==> src/rtl/pll_solver_pkg.sv <==
package pll_solver_pkg;

  localparam int SOLVE_W = 32;
  localparam int Q_LO    = 128;
  localparam int Q_HI    = 2040;

  typedef enum logic [1:0] {
    PH_RATIO = 2'd0,
    PH_VCO   = 2'd1,
    PH_OUT   = 2'd2
  } phase_e;

  // Number of ratio thresholds that q lies below
  function automatic logic [1:0] post_code_of(input logic [SOLVE_W-1:0] q);
    logic [1:0] c;
    c = 2'd0;
    if (q < SOLVE_W'(1024)) c = c + 2'd1;
    if (q < SOLVE_W'(512))  c = c + 2'd1;
    if (q < SOLVE_W'(256))  c = c + 2'd1;
    return c;
  endfunction

  // Divide value selected by a table index
  function automatic logic [3:0] post_real_of(input logic [2:0] idx);
    case (idx)
      3'd0:    return 4'd1;
      3'd1:    return 4'd2;
      3'd2:    return 4'd4;
      3'd3:    return 4'd8;
      default: return 4'd3;
    endcase
  endfunction

  // Feedback divider: q times a power-of-two divide value, over eight
  function automatic logic [7:0] fb_of(input logic [SOLVE_W-1:0] q);
    return 8'((q << post_code_of(q)) >> 3);
  endfunction

  function automatic logic [7:0] ctrl_of(input logic [1:0] ecp_code);
    return {2'b00, ecp_code, 4'b0011};
  endfunction

endpackage

==> src/rtl/pll_solver_div.sv <==
module pll_solver_div #(
  parameter int W = 32
) (
  input  logic         clk,
  input  logic         rst_n,
  input  logic         load,
  input  logic [W-1:0] dividend,
  input  logic [W-1:0] divisor,
  output logic [W-1:0] quotient,
  output logic         finish
);
  localparam int CW = $clog2(W) + 1;

  logic [W:0]    rem_q;
  logic [W-1:0]  quo_q;
  logic [W-1:0]  dsr_q;
  logic [CW-1:0] cnt_q;
  logic          active_q;

  logic [W:0]    rem_shift;
  logic          take_bit;
  logic [W:0]    rem_next;

  // One restoring step: shift in the next dividend bit, subtract if it fits
  always_comb begin
    rem_shift = {rem_q[W-1:0], quo_q[W-1]};
    take_bit  = (rem_shift >= {1'b0, dsr_q});
    rem_next  = take_bit ? (rem_shift - {1'b0, dsr_q}) : rem_shift;
  end

  always_ff @(posedge clk or negedge rst_n) begin
    if (!rst_n) begin
      rem_q    <= '0;
      quo_q    <= '0;
      dsr_q    <= '0;
      cnt_q    <= '0;
      active_q <= 1'b0;
      finish   <= 1'b0;
    end else if (load) begin
      rem_q    <= '0;
      quo_q    <= dividend;
      dsr_q    <= divisor;
      cnt_q    <= '0;
      active_q <= 1'b1;
      finish   <= 1'b0;
    end else if (active_q) begin
      rem_q  <= rem_next;
      quo_q  <= {quo_q[W-2:0], take_bit};
      cnt_q  <= cnt_q + CW'(1);
      finish <= (cnt_q == CW'(W - 1));
      if (cnt_q == CW'(W - 1)) active_q <= 1'b0;
    end else begin
      finish <= 1'b0;
    end
  end

  assign quotient = quo_q;

  // each division signals its end for exactly one cycle
  a_r7_finish_pulse: assert property (@(posedge clk) disable iff (!rst_n)
    finish |=> !finish);

  // the step counter never passes the last quotient bit
  a_r7_cnt_bound: assert property (@(posedge clk) disable iff (!rst_n)
    active_q |-> (cnt_q < CW'(W)));

endmodule

==> src/rtl/pll_solver_ecp.sv <==
module pll_solver_ecp #(
  parameter int W         = 32,
  parameter int LIM_W     = 16,
  parameter int ECP_STEPS = 2
) (
  input  logic [W-1:0]     freq,
  input  logic [LIM_W-1:0] limit,
  output logic [1:0]       code
);
  logic [W-1:0] f;

  // Halve the output frequency while it is above the ceiling, at most ECP_STEPS times
  always_comb begin
    f    = freq;
    code = 2'd0;
    if (limit != '0) begin
      for (int i = 0; i < ECP_STEPS; i++) begin
        if (f > W'(limit)) begin
          f    = f >> 1;
          code = code + 2'd1;
        end
      end
    end
  end

endmodule

==> src/rtl/pll_div_solver.sv <==
module pll_div_solver
  import pll_solver_pkg::*;
#(
  parameter int          PER_W  = 17,
  parameter int          RDIV_W = 8,
  parameter int          LIM_W  = 16,
  parameter int unsigned FREQ_K = 1000000
) (
  input  logic              clk,
  input  logic              rst_n,
  input  logic              start,
  input  logic [PER_W-1:0]  ref_period,
  input  logic [RDIV_W-1:0] ref_div,
  input  logic [PER_W-1:0]  req_period,
  input  logic [LIM_W-1:0]  ecp_limit,
  output logic              done,
  output logic              range_err,
  output logic [1:0]        post_code,
  output logic [3:0]        post_real,
  output logic [7:0]        fb_div,
  output logic [7:0]        clk_ctrl
);
  localparam int DW = SOLVE_W;

  logic              busy;
  phase_e            phase;
  logic [PER_W-1:0]  rp_l;
  logic [RDIV_W-1:0] rd_l;
  logic [LIM_W-1:0]  lim_l;
  logic [1:0]        code_r;
  logic [7:0]        fb_r;

  logic          accept;
  logic          div_load;
  logic [DW-1:0] div_num;
  logic [DW-1:0] div_den;
  logic [DW-1:0] div_quo;
  logic          div_end;
  logic          q_bad;
  logic          step_end;
  logic [1:0]    ecp_code;

  assign accept   = start && !busy;
  assign step_end = busy && div_end;
  assign q_bad    = (div_quo < DW'(Q_LO)) || (div_quo > DW'(Q_HI));

  // Operand selection for the shared divider
  always_comb begin
    div_load = 1'b0;
    div_num  = '0;
    div_den  = '0;
    if (accept) begin
      div_load = 1'b1;
      div_num  = (DW'(ref_period) * DW'(ref_div)) << 2;
      div_den  = DW'(req_period);
    end else if (step_end) begin
      case (phase)
        PH_RATIO: if (!q_bad) begin
          div_load = 1'b1;
          div_num  = (DW'(FREQ_K) * DW'(fb_of(div_quo))) << 1;
          div_den  = DW'(rp_l) * DW'(rd_l);
        end
        PH_VCO: begin
          div_load = 1'b1;
          div_num  = div_quo;
          div_den  = DW'(post_real_of({1'b0, code_r}));
        end
        default: ;
      endcase
    end
  end

  pll_solver_div #(.W(DW)) u_div (
    .clk      (clk),
    .rst_n    (rst_n),
    .load     (div_load),
    .dividend (div_num),
    .divisor  (div_den),
    .quotient (div_quo),
    .finish   (div_end)
  );

  pll_solver_ecp #(.W(DW), .LIM_W(LIM_W), .ECP_STEPS(2)) u_ecp (
    .freq  (div_quo),
    .limit (lim_l),
    .code  (ecp_code)
  );

  always_ff @(posedge clk or negedge rst_n) begin
    if (!rst_n) begin
      busy      <= 1'b0;
      phase     <= PH_RATIO;
      rp_l      <= '0;
      rd_l      <= '0;
      lim_l     <= '0;
      code_r    <= '0;
      fb_r      <= '0;
      done      <= 1'b0;
      range_err <= 1'b0;
      post_code <= '0;
      post_real <= '0;
      fb_div    <= '0;
      clk_ctrl  <= '0;
    end else begin
      done      <= 1'b0;
      range_err <= 1'b0;
      if (accept) begin
        busy  <= 1'b1;
        phase <= PH_RATIO;
        rp_l  <= ref_period;
        rd_l  <= ref_div;
        lim_l <= ecp_limit;
      end else if (step_end) begin
        case (phase)
          PH_RATIO: begin
            if (q_bad) begin
              busy      <= 1'b0;
              done      <= 1'b1;
              range_err <= 1'b1;
            end else begin
              code_r <= post_code_of(div_quo);
              fb_r   <= fb_of(div_quo);
              phase  <= PH_VCO;
            end
          end
          PH_VCO: phase <= PH_OUT;
          default: begin
            busy      <= 1'b0;
            done      <= 1'b1;
            post_code <= code_r;
            post_real <= post_real_of({1'b0, code_r});
            fb_div    <= fb_r;
            clk_ctrl  <= ctrl_of(ecp_code);
          end
        endcase
      end
    end
  end

  // the error flag appears only together with done
  a_r1_err_with_done: assert property (@(posedge clk) disable iff (!rst_n)
    range_err |-> done);

  // an error leaves every result output untouched
  a_r1_hold_on_err: assert property (@(posedge clk) disable iff (!rst_n)
    range_err |-> ($stable(fb_div) && $stable(post_code) && $stable(post_real) && $stable(clk_ctrl)));

  // the reported divide value matches the reported code
  a_r3_real_matches_code: assert property (@(posedge clk) disable iff (!rst_n)
    (done && !range_err) |-> (post_real == (4'd1 << post_code)));

  // an in-range ratio always gives a feedback divider in 128..255
  a_r4_fb_msb: assert property (@(posedge clk) disable iff (!rst_n)
    (done && !range_err) |-> fb_div[7]);

  // fixed bits of the control byte
  a_r5_ctrl_fixed: assert property (@(posedge clk) disable iff (!rst_n)
    (done && !range_err) |-> (clk_ctrl[1:0] == 2'b11 && clk_ctrl[3:2] == 2'b00 && clk_ctrl[7:6] == 2'b00));

  // the overlay divider code stops at 2
  a_r6_ecp_cap: assert property (@(posedge clk) disable iff (!rst_n)
    done |-> (clk_ctrl[5:4] != 2'b11));

  // done lasts one cycle
  a_r7_done_pulse: assert property (@(posedge clk) disable iff (!rst_n)
    done |=> !done);

  // a start while busy does not re-latch the inputs
  a_r8_busy_start_ignored: assert property (@(posedge clk) disable iff (!rst_n)
    (busy && start) |=> ($stable(rp_l) && $stable(rd_l) && $stable(lim_l)));

endmodule

==> config.mk <==
export PLATFORM = sky130hd
export DESIGN_NAME = pll_div_solver
export DESIGN_NICKNAME = d
export VERILOG_FILES = /design/src/rtl/pll_solver_pkg.sv /design/src/rtl/pll_solver_div.sv /design/src/rtl/pll_solver_ecp.sv /design/src/rtl/pll_div_solver.sv
export SDC_FILE = /design/constraint.sdc
export NUM_CORES = 1
export LEC_CHECK = 0
export BUFFER_PORTS_ARGS = -buffer_cell sky130_fd_sc_hd__clkbuf_2
export CAP_MARGIN = 20
export CELL_PAD_IN_SITES_DETAIL_PLACEMENT = 0
export CELL_PAD_IN_SITES_GLOBAL_PLACEMENT = 1
export CORE_MARGIN = 2
export CORE_UTILIZATION = 45
export CTS_CLUSTER_SIZE = 10
export DETAILED_ROUTE_END_ITERATION = 16
export PLACE_DENSITY = 0.76
export SYNTH_ARGS = -nofsm -noshare
export SYNTH_HDL_FRONTEND = slang
export SYNTH_HIERARCHICAL = 1
export SYNTH_SLANG_ARGS = --single-unit
==> constraint.sdc <==
create_clock -name clk -period 7.57 [get_ports clk]
set_input_delay 1.514 -clock clk [delete_from_list [all_inputs] [get_ports clk]]
set_output_delay 1.514 -clock clk [all_outputs]
set_load 0.02 [all_outputs]
==> flow_summary.toml, run 1 <==
[run_status]
status = "completed"

[logic_synthesis]
ys_seq_area_share_pct = 20.7
synth_seq_cells = 177
ys_warn_count = 6
netlist.area_leader.share_pct = 20.7
synth_area_leaders = "dfrtp_1 (21%), fa_1 (18%), ha_1 (13%)"
syn-mean-instance-area_sq_um = 8.62
async_reset_ff_share_pct = 100
synth_area_leader_cell = "dfrtp_1"
synth-edff-count = 0
postSynthCellCount = 2482
synth.distinct_cells = 90
syn-cell-area_sq_mm = 0.0214
synthFlopType = "dfrtp_1"

[critical_path]
critPathLaunchType = "register"
critPathCaptureType = "register"
rrSetupSlack_ps = 550
r2r_end = "u_div/quotient[26]"
crit_type = "register to register"
critPathArrivalTime_ps = 7350
rr_worst_depth = 26
cp_max_fo = 16
reg2reg_from = "u_div/quotient[15]"
critPathRequiredTime_ps = 7900

[die]
core_sq_mm = 0.0468
row_count = 79
ioPinCount = 85
fp.dieW_um = 222
die-area_sq_mm = 0.0493
initial_core_util_pct = 45.8
die_y_um = 222

[detailed_routing]
dr.pass1.iters = 5
avgRoutedWirePerCell_um = 18.2
vias = 17100
ant_nets = 0
drtIter0Drc = 1152
avgViaCountPerCell = 5.52
drc = 0
drt_wl_total_um = 56500

[sta]
slew_headroom_pct = 27.8
max_freq_ghz = 0.142
tns_ps = 0
setup_viol = 0
hold_violations = 0
skew_ps = 15.6
rsz0062_at_grt = "no"
fin_crit_sh_pct = 92.8
drv_slew = 0
finalCriticalPeriod_ps = 7020
tightest_slew_ps = 1080

[final_layout]
antennaDiodeCount = 0
syn_to_final_growth_pct = 6.64
drive_gt1_share_pct = 8.11
final_common_cell = "nand2_1"
layout.nets = 2950
final_cell_mix = "nand2_1 (453), inv_1 (294), ha_1 (214), fa_1 (196), dfrtp_1 (176)"
num-fill-cells = 4547

[clocking]
cts_tree = "built"
clock_latency_ps = 470
numCtsBuffers = 17
holdBufCountCts = 0
cts_sinks = 177
clock_path_buffers = 2
htreeDepth = 4
clkSlewWorstSetupHoldPaths_ps = 80
ctsResizeCount = 0
postCtsSetupRepairBufs = 0
root_buffer = "clkbuf_16"

[placement]
finalWeightedCongestion = 0.875
port_buffers = 80
post-dp-hpwl_um = 43400

[flow_run]
max-cap-violations = 0

[global_routing]
grtUsageTotal_pct = 23.6
antenna_found_initial = 1
grt_pass1_wl_um = 93900
grt_max_degree = 100
overflow = 0
grt_pass1_vias = 17500

[worst_hold_path]
hold-path-endpoint = "fb_r[5]"
hold_path.class = "register to register"
min_path_cells = 2
hp-start = "fb_r[5]"
==> registers in the layout, summed over array words and instances (netlist names), 2 cells and up <==
name            cells
post_code           2
rp_l               17
lim_l              16
fb_div              8
rd_l                8
fb_r                8
u_div/rem_q        32
u_div/quotient     32
code_r              2
post_real           4
phase               2
clk_ctrl            3
u_div/cnt_q         6
u_div/dsr_q        32
==> cell families after synthesis <==
family	count (synthesis)	synth area share [%]
simple gates	828	17.9
compound gates	464	14.6
buf+inv	427	7.97
fa+ha+maj	410	30.8
flops	177	20.7
mux	92	4.62
xor+xnor	83	3.40
other cells	1	0.0175
==> worst max-delay path: stages (launching register included) <==
cell	delay (ps)
dfrtp_1	470
nor4_2	380
nand4_2	240
nor3_1	350
nand2b_1	130
inv_1	70
ha_1	440
nor2b_1	240
mux2i_1	420
o22ai_1	190
a221oi_1	260
buf_4	180
fa_1	410
ha_1	280
inv_1	50
fa_1	500
fa_1	550
inv_1	40
ha_1	320
a21oi_1	150
o21ai_0	150
a31o_2	320
a311o_1	350
o211ai_1	100
o211ai_1	110
nand2_1	100
o21ai_0	80
==> worst max path at each step <==
stage                          to  slack, ps               start  cells after the start
2_1_floorplan  u_div/quotient[26]       1100          ref_div[7]                     20
3_3_place_gp   u_div/quotient[26]        690  u_div/quotient[25]                     26
3_5_place_dp   u_div/quotient[26]        600  u_div/quotient[16]                     26
4_1_cts        u_div/quotient[26]        560  u_div/quotient[16]                     26
5_1_grt        u_div/quotient[26]         50  u_div/quotient[25]                     26
6_report       u_div/quotient[26]        550  u_div/quotient[15]                     26
==> cell usage after synthesis, types with 5 or more instances <==
cell / instances
xor2_1: 39
buf_1: 9
ha_1: 214
nand2_1: 453
dfrtp_1: 177
a22o_1: 5
clkbuf_1: 106
mux2i_1: 62
nand4_1: 19
nor3_1: 18
a221oi_1: 7
mux2_4: 8
or3_1: 7
inv_1: 294
mux2_2: 22
xnor2_1: 44
a21o_1: 45
nor4_1: 12
o21ai_0: 141
nand3_1: 26
a22oi_1: 14
nand2b_1: 14
and3_1: 6
nor4_2: 5
o21a_1: 12
a211oi_1: 39
nor2_1: 102
o22ai_1: 15
o211ai_1: 7
buf_4: 9
nor2b_1: 18
and2_1: 132
fa_1: 196
a21oi_1: 77
o31ai_1: 10
o21bai_1: 9
a31oi_1: 15
==> metal layers <==
metal  share of wire, %  global-route usage, %  vias up
li1                   -                      -     8212
met1                 48                   33.4     8471
met2                 47                   39.2      368
met3                3.9                   2.32       49
met4                1.3                   5.45        0
met5                  0                      0        -
==> final cells by class <==
class / instances / area, sq um / share of cell area (%)
well taps: 607 / 759 / 3.33
flip-flops and latches: 177 / 4430 / 19.4
repair buffers: 101 / 591 / 2.59
clock inverters: 15 / 171 / 0.751
multi-input cells: 1888 / 15300 / 67.2
inverters: 294 / 1100 / 4.84
clock buffers: 17 / 425 / 1.86
==> through the flow <==
stage	cell area (sq um)	setup slack, ps	hold slack, ps	util, %	instances
final	22800	548	486	48.8	3099
after global routing	22800	50.8	515	48.8	3099
after CTS	22800	557	486	48.7	3097
after global placement	22200	689	458	47.5	3065
after floorplan	21400	1100	443	-	2492
after detailed placement	22200	602	468	47.5	3065
Power of run 1 is not shown: default switching activity piles up to over one toggle a cycle in this logic, so the estimate is an artifact.
==> run 2: changes to the inputs <==
--- a/config.mk
+++ b/config.mk
@@ -14,6 +14,8 @@
 export CTS_CLUSTER_SIZE = 10
 export DETAILED_ROUTE_END_ITERATION = 16
 export PLACE_DENSITY = 0.76
+export REMOVE_ABC_BUFFERS = 1
+export SLEW_MARGIN = 20
 export SYNTH_ARGS = -nofsm -noshare
 export SYNTH_HDL_FRONTEND = slang
 export SYNTH_HIERARCHICAL = 1
==> run 2 against run 1 <==
  * Utilization fell by 0.070 points
  * Wire length fell by 1.6%
  * Clock-buffer cell count rose by 2
  * Sequential share of layout area barely moved
  * Global-route usage fell by 0.32 points
  * Non-clock buffer count rose by 2
  * Via count barely moved
  * Critical path type unchanged
  * Critical endpoint unchanged
==> flow_summary.toml, run 2 (synthesis results as in run 1) <==
[critical_path]
cp-startpoint = "u_div/quotient[16]"
cp_slowest_stage_delay_ps = 550
critPathCaptureType = "register"
reg2reg_from = "u_div/quotient[16]"
cp-endpoint = "u_div/quotient[26]"
crit_type = "register to register"
rr_worst_depth = 26
worst_path_max_delay_cell = "fa_1"
critPathArrivalTime_ps = 7110
critPathRequiredTime_ps = 7890
critPathLaunchType = "register"
r2r_end = "u_div/quotient[26]"
cp_max_fo = 6
rrSetupSlack_ps = 770

[final_layout]
final_cell_area_sq_mm = 0.0228
drive_gt1_share_pct = 8.14
syn_to_final_growth_pct = 6.48
antennaDiodeCount = 0
final_cell_mix = "nand2_1 (453), inv_1 (294), ha_1 (214), fa_1 (196), dfrtp_1 (176)"
final_common_cell = "nand2_1"
layout.nets = 2952

[clocking]
ctsResizeCount = 0
cts_tree = "built"
clock_path_buffers = 2
root_buffer = "clkbuf_16"
numCtsBuffers = 17
holdBufCountCts = 0
cts_sinks = 177
htreeDepth = 4
postCtsSetupRepairBufs = 0
clkSlewWorstSetupHoldPaths_ps = 80
clock_latency_ps = 470

[global_routing]
overflow = 0
antenna_found_initial = 0
use_met1_pct = 33.1
gr-usage-met2_pct = 37.7
top_usage_layer = "met2"
grtUsageTotal_pct = 23.3
use_met3_pct = 2.98
grt_pass1_wl_um = 93200
grt_pass1_vias = 17600
grt_max_degree = 115

[worst_hold_path]
hold_path.class = "register to register"

[detailed_routing]
dr.pass1.iters = 5
drt_wl_total_um = 55500
ant_nets = 0
drc = 0
vias = 17100
avgViaCountPerCell = 5.52
avgRoutedWirePerCell_um = 17.9
drtIter0Drc = 1061

[die]
fp.dieW_um = 222
initial_core_util_pct = 45.8
row_count = 79
die-area_sq_mm = 0.0493
die_y_um = 222
ioPinCount = 85
core_sq_mm = 0.0468

[sta]
fin_crit_sh_pct = 89.8
slew_headroom_pct = 29.8
tns_ps = 0
setup_viol = 0
max_freq_ghz = 0.147
hold_slack_ps = 474
drv_slew = 0
finalCriticalPeriod_ps = 6800
skew_ps = 17.8
hold_violations = 0
setup_slack_ps = 772
tightest_slew_ps = 1050
rsz0062_at_grt = "no"

[placement]
finalWeightedCongestion = 0.887
pre_cts_ws_ps = 844
placed_area_sq_mm = 0.0222
port_buffers = 80
post-dp-hpwl_um = 42400

[flow_run]
max-cap-violations = 0

[run_status]
status = "completed"
run 2: how the worst min path moves through the flow:
| stage | start | to | slack, ps | cells past startpoint |
|---|---|---|---|---|
| finish | fb_r[0] | fb_r[0] | 470 | 2 |
| global route | post_real[2] | post_real[2] | 500 | 2 |
| CTS | fb_r[0] | fb_r[0] | 480 | 2 |
| detailed placement | fb_r[0] | fb_r[0] | 460 | 2 |
| global placement | fb_r[0] | fb_r[0] | 460 | 2 |
| floorplan | fb_r[3] | fb_r[3] | 440 | 2 |
run 2: cell type report:
| class | instances | area (sq um) |
|---|---|---|
| Fill cell | 4528 | 24000 |
| Multi-Input combinational cell | 1888 | 15300 |
| Sequential cell | 177 | 4430 |
| Inverter | 294 | 1100 |
| Tap cell | 607 | 759 |
| Timing Repair Buffer | 103 | 586 |
| Clock buffer | 19 | 453 |
| Clock inverter | 13 | 119 |
run 2: per-layer routing:
| metal | vias up | share of wire, % |
|---|---|---|
| li1 | 8231 | - |
| met1 | 8457 | 49 |
| met2 | 373 | 46 |
| met3 | 43 | 3.9 |
| met4 | 0 | 1.7 |
| met5 | - | 0 |
run 2: worst max-delay path, delay by kind of cell, from the launching register on:
kind            cells  cell delay, ps
flops               1             480
simple gates        6            1320
mux                 1             430
fa+ha+maj           6            2340
buf+inv             4             350
compound gates      9            1740
run 2: per-stage QoR:
step	std cells	utilization (%)
floorplan	2359	-
global placement	3069	47.5
detailed placement	3069	47.5
CTS	3101	48.7
global route	3101	48.7
finish	3101	48.7
Power of run 2 is left out for the same reason.
==> run 3: changes to the inputs <==
--- a/config.mk
+++ b/config.mk
@@ -18,5 +18,4 @@
 export SLEW_MARGIN = 20
 export SYNTH_ARGS = -nofsm -noshare
 export SYNTH_HDL_FRONTEND = slang
-export SYNTH_HIERARCHICAL = 1
 export SYNTH_SLANG_ARGS = --single-unit
==> run 3 against run 2 <==
  * Hold slack improved by 5.6 ps
  * Register-to-register slack got worse by 250 ps
  * Cell area decreased by 5.2%
  * Worst setup slack got worse by 250 ps
  * Area after synthesis decreased by 5.2%
  * Synthesized cell count decreased by 6.3%
  * Critical path depth increased by 1
  * Sequential share of layout area increased by 0.24 points
  * Clock-buffer cell count decreased by 1
  * Largest cell class unchanged
==> flow_summary.toml, run 3 <==
[run_status]
status = "completed"

[placement]
pre_cts_ws_ps = 611
post-dp-hpwl_um = 39400
finalWeightedCongestion = 0.889
dpl.cell_count = 2887
port_buffers = 80
placed_area_sq_mm = 0.0210

[worst_hold_path]
hp-start = "post_real[3]"
min_path_cells = 2
hold-path-endpoint = "post_real[3]"
hold_path.class = "register to register"

[final_layout]
syn_to_final_growth_pct = 6.47
final_common_cell = "nand2_1"
layout.nets = 2779
final_cell_mix = "nand2_1 (348), inv_1 (282), ha_1 (206), fa_1 (198), dfrtp_1 (169)"
fin_cells = 2919
drive_gt1_share_pct = 8.08
final_cell_area_sq_mm = 0.0216
antennaDiodeCount = 0

[global_routing]
grt_pass1_vias = 16300
grtUsageTotal_pct = 23.0
overflow = 0
antenna_found_initial = 1
grt_pass1_wl_um = 86700
grt_max_degree = 95

[clocking]
cts_sinks = 170
numCtsBuffers = 17
postCtsSetupRepairBufs = 0
htreeDepth = 4
holdBufCountCts = 0
ctsResizeCount = 0
cts_tree = "built"
clock_latency_ps = 470
clkSlewWorstSetupHoldPaths_ps = 70
root_buffer = "clkbuf_16"
clock_path_buffers = 2

[critical_path]
crit_type = "register to register"
cp_top_family = "adder cells"
critPathLaunchType = "register"
critPathCaptureType = "register"
r2r_end = "u_div.quotient[27]"
cp.depth = 27
worst_path_max_delay_cell = "fa_1"
reg2reg_from = "u_div.quotient[28]"
critPathArrivalTime_ps = 7350
cp_max_fo = 6
crit_top_cell = "inv_1"
crit_buf_inv = 6
cp-startpoint = "u_div.quotient[28]"
rr_worst_depth = 27
rrSetupSlack_ps = 520
critPathRequiredTime_ps = 7870
cp_slowest_stage_delay_ps = 580

[detailed_routing]
avgRoutedWirePerCell_um = 17.7
drc = 0
drt_wl_total_um = 51600
ant_nets = 0
vias = 16100
dr.pass1.iters = 6
drtIter0Drc = 964
avgViaCountPerCell = 5.51

[die]
ioPinCount = 85
die_y_um = 216
fp.dieW_um = 216
die-area_sq_mm = 0.0468
initial_core_util_pct = 45.8
core_sq_mm = 0.0443
row_count = 77

[sta]
hold_violations = 0
max_freq_ghz = 0.142
drv_slew = 0
skew_ps = 14.2
fin_crit_sh_pct = 93.2
tightest_slew_ps = 1070
finalCriticalPeriod_ps = 7050
rsz0062_at_grt = "no"
slew_headroom_pct = 28.0
setup_slack_ps = 518
setup_viol = 0
tns_ps = 0

[logic_synthesis]
yosys.area_share.simple_pct = 17.1
syn-mean-instance-area_sq_um = 8.72
synthFlopType = "dfrtp_1"
synthMuxAreaShare_pct = 2.58
synth_compound_area_share_pct = 15.4
synth_top_family_by_area = "adder cells"
synth_common_cells = "nand2_1 (348), inv_1 (282), ha_1 (206)"
ys_warn_count = 0
synth_fa_ha_area_share_pct = 32.2
postSynthCellCount = 2326
synth-edff-count = 0
synth_seq_cells = 170
syn-cell-area_sq_mm = 0.0203
synth.most_common_cell = "nand2_1"
synth-xor-area-share_pct = 3.58
netlist.area_leader.share_pct = 21.0
async_reset_ff_share_pct = 100
ys_seq_area_share_pct = 21.0
synth_area_leader_cell = "dfrtp_1"
synth_area_leaders = "dfrtp_1 (21%), fa_1 (20%), ha_1 (13%)"
synth.distinct_cells = 86

[flow_run]
max-cap-violations = 0
[run 3: layout make-up]
| class | instances | area, sq um |
|---|---|---|
| Sequential cell | 170 | 4260 |
| Tap cell | 592 | 741 |
| Timing Repair Buffer | 95 | 523 |
| Inverter | 283 | 1060 |
| Clock buffer | 18 | 439 |
| Clock inverter | 14 | 146 |
| Fill cell | 4276 | 22700 |
| Multi-Input combinational cell | 1747 | 14400 |
[run 3: cell families (layout without fill, tap and decap cells)]
family,count (synthesis),count (layout)
compound gates,479,479
xor+xnor,83,83
fa+ha+maj,404,404
buf+inv,412,410
flops,170,170
mux,46,46
other cells,1,4
simple gates,731,731
[run 3: how the worst max path moves through the flow]
stage                               to  slack (ps)
finish              u_div.quotient[27]         520
CTS                 u_div.quotient[27]         560
floorplan           u_div.quotient[28]        -380
global route        u_div.quotient[27]          40
global placement    u_div.quotient[27]         730
detailed placement  u_div.quotient[27]         610
[run 3: stage by stage]
stage	utilization [%]	hold slack [ps]
2_1_floorplan	-	443
3_3_place_gp	47.4	464
3_5_place_dp	47.4	469
4_1_cts	48.7	486
5_1_grt	48.7	504
6_report	48.7	479
[run 3: routing by layer]
metal / up-vias / track usage [%] / routed length, um
li1: 7721 / - / -
met5: - / 0 / 10
met4: 2 / 5.84 / 902
met2: 325 / 36.5 / 23300
met1: 7976 / 33.4 / 25500
met3: 48 / 2.67 / 1930
[run 3: worst min-delay path, cell delays in order (launching register included)]
cell and delay, ps:
dfrtp_1 350, nand2_1 40, o21ai_0 60
Power of run 3 is left out for the same reason.
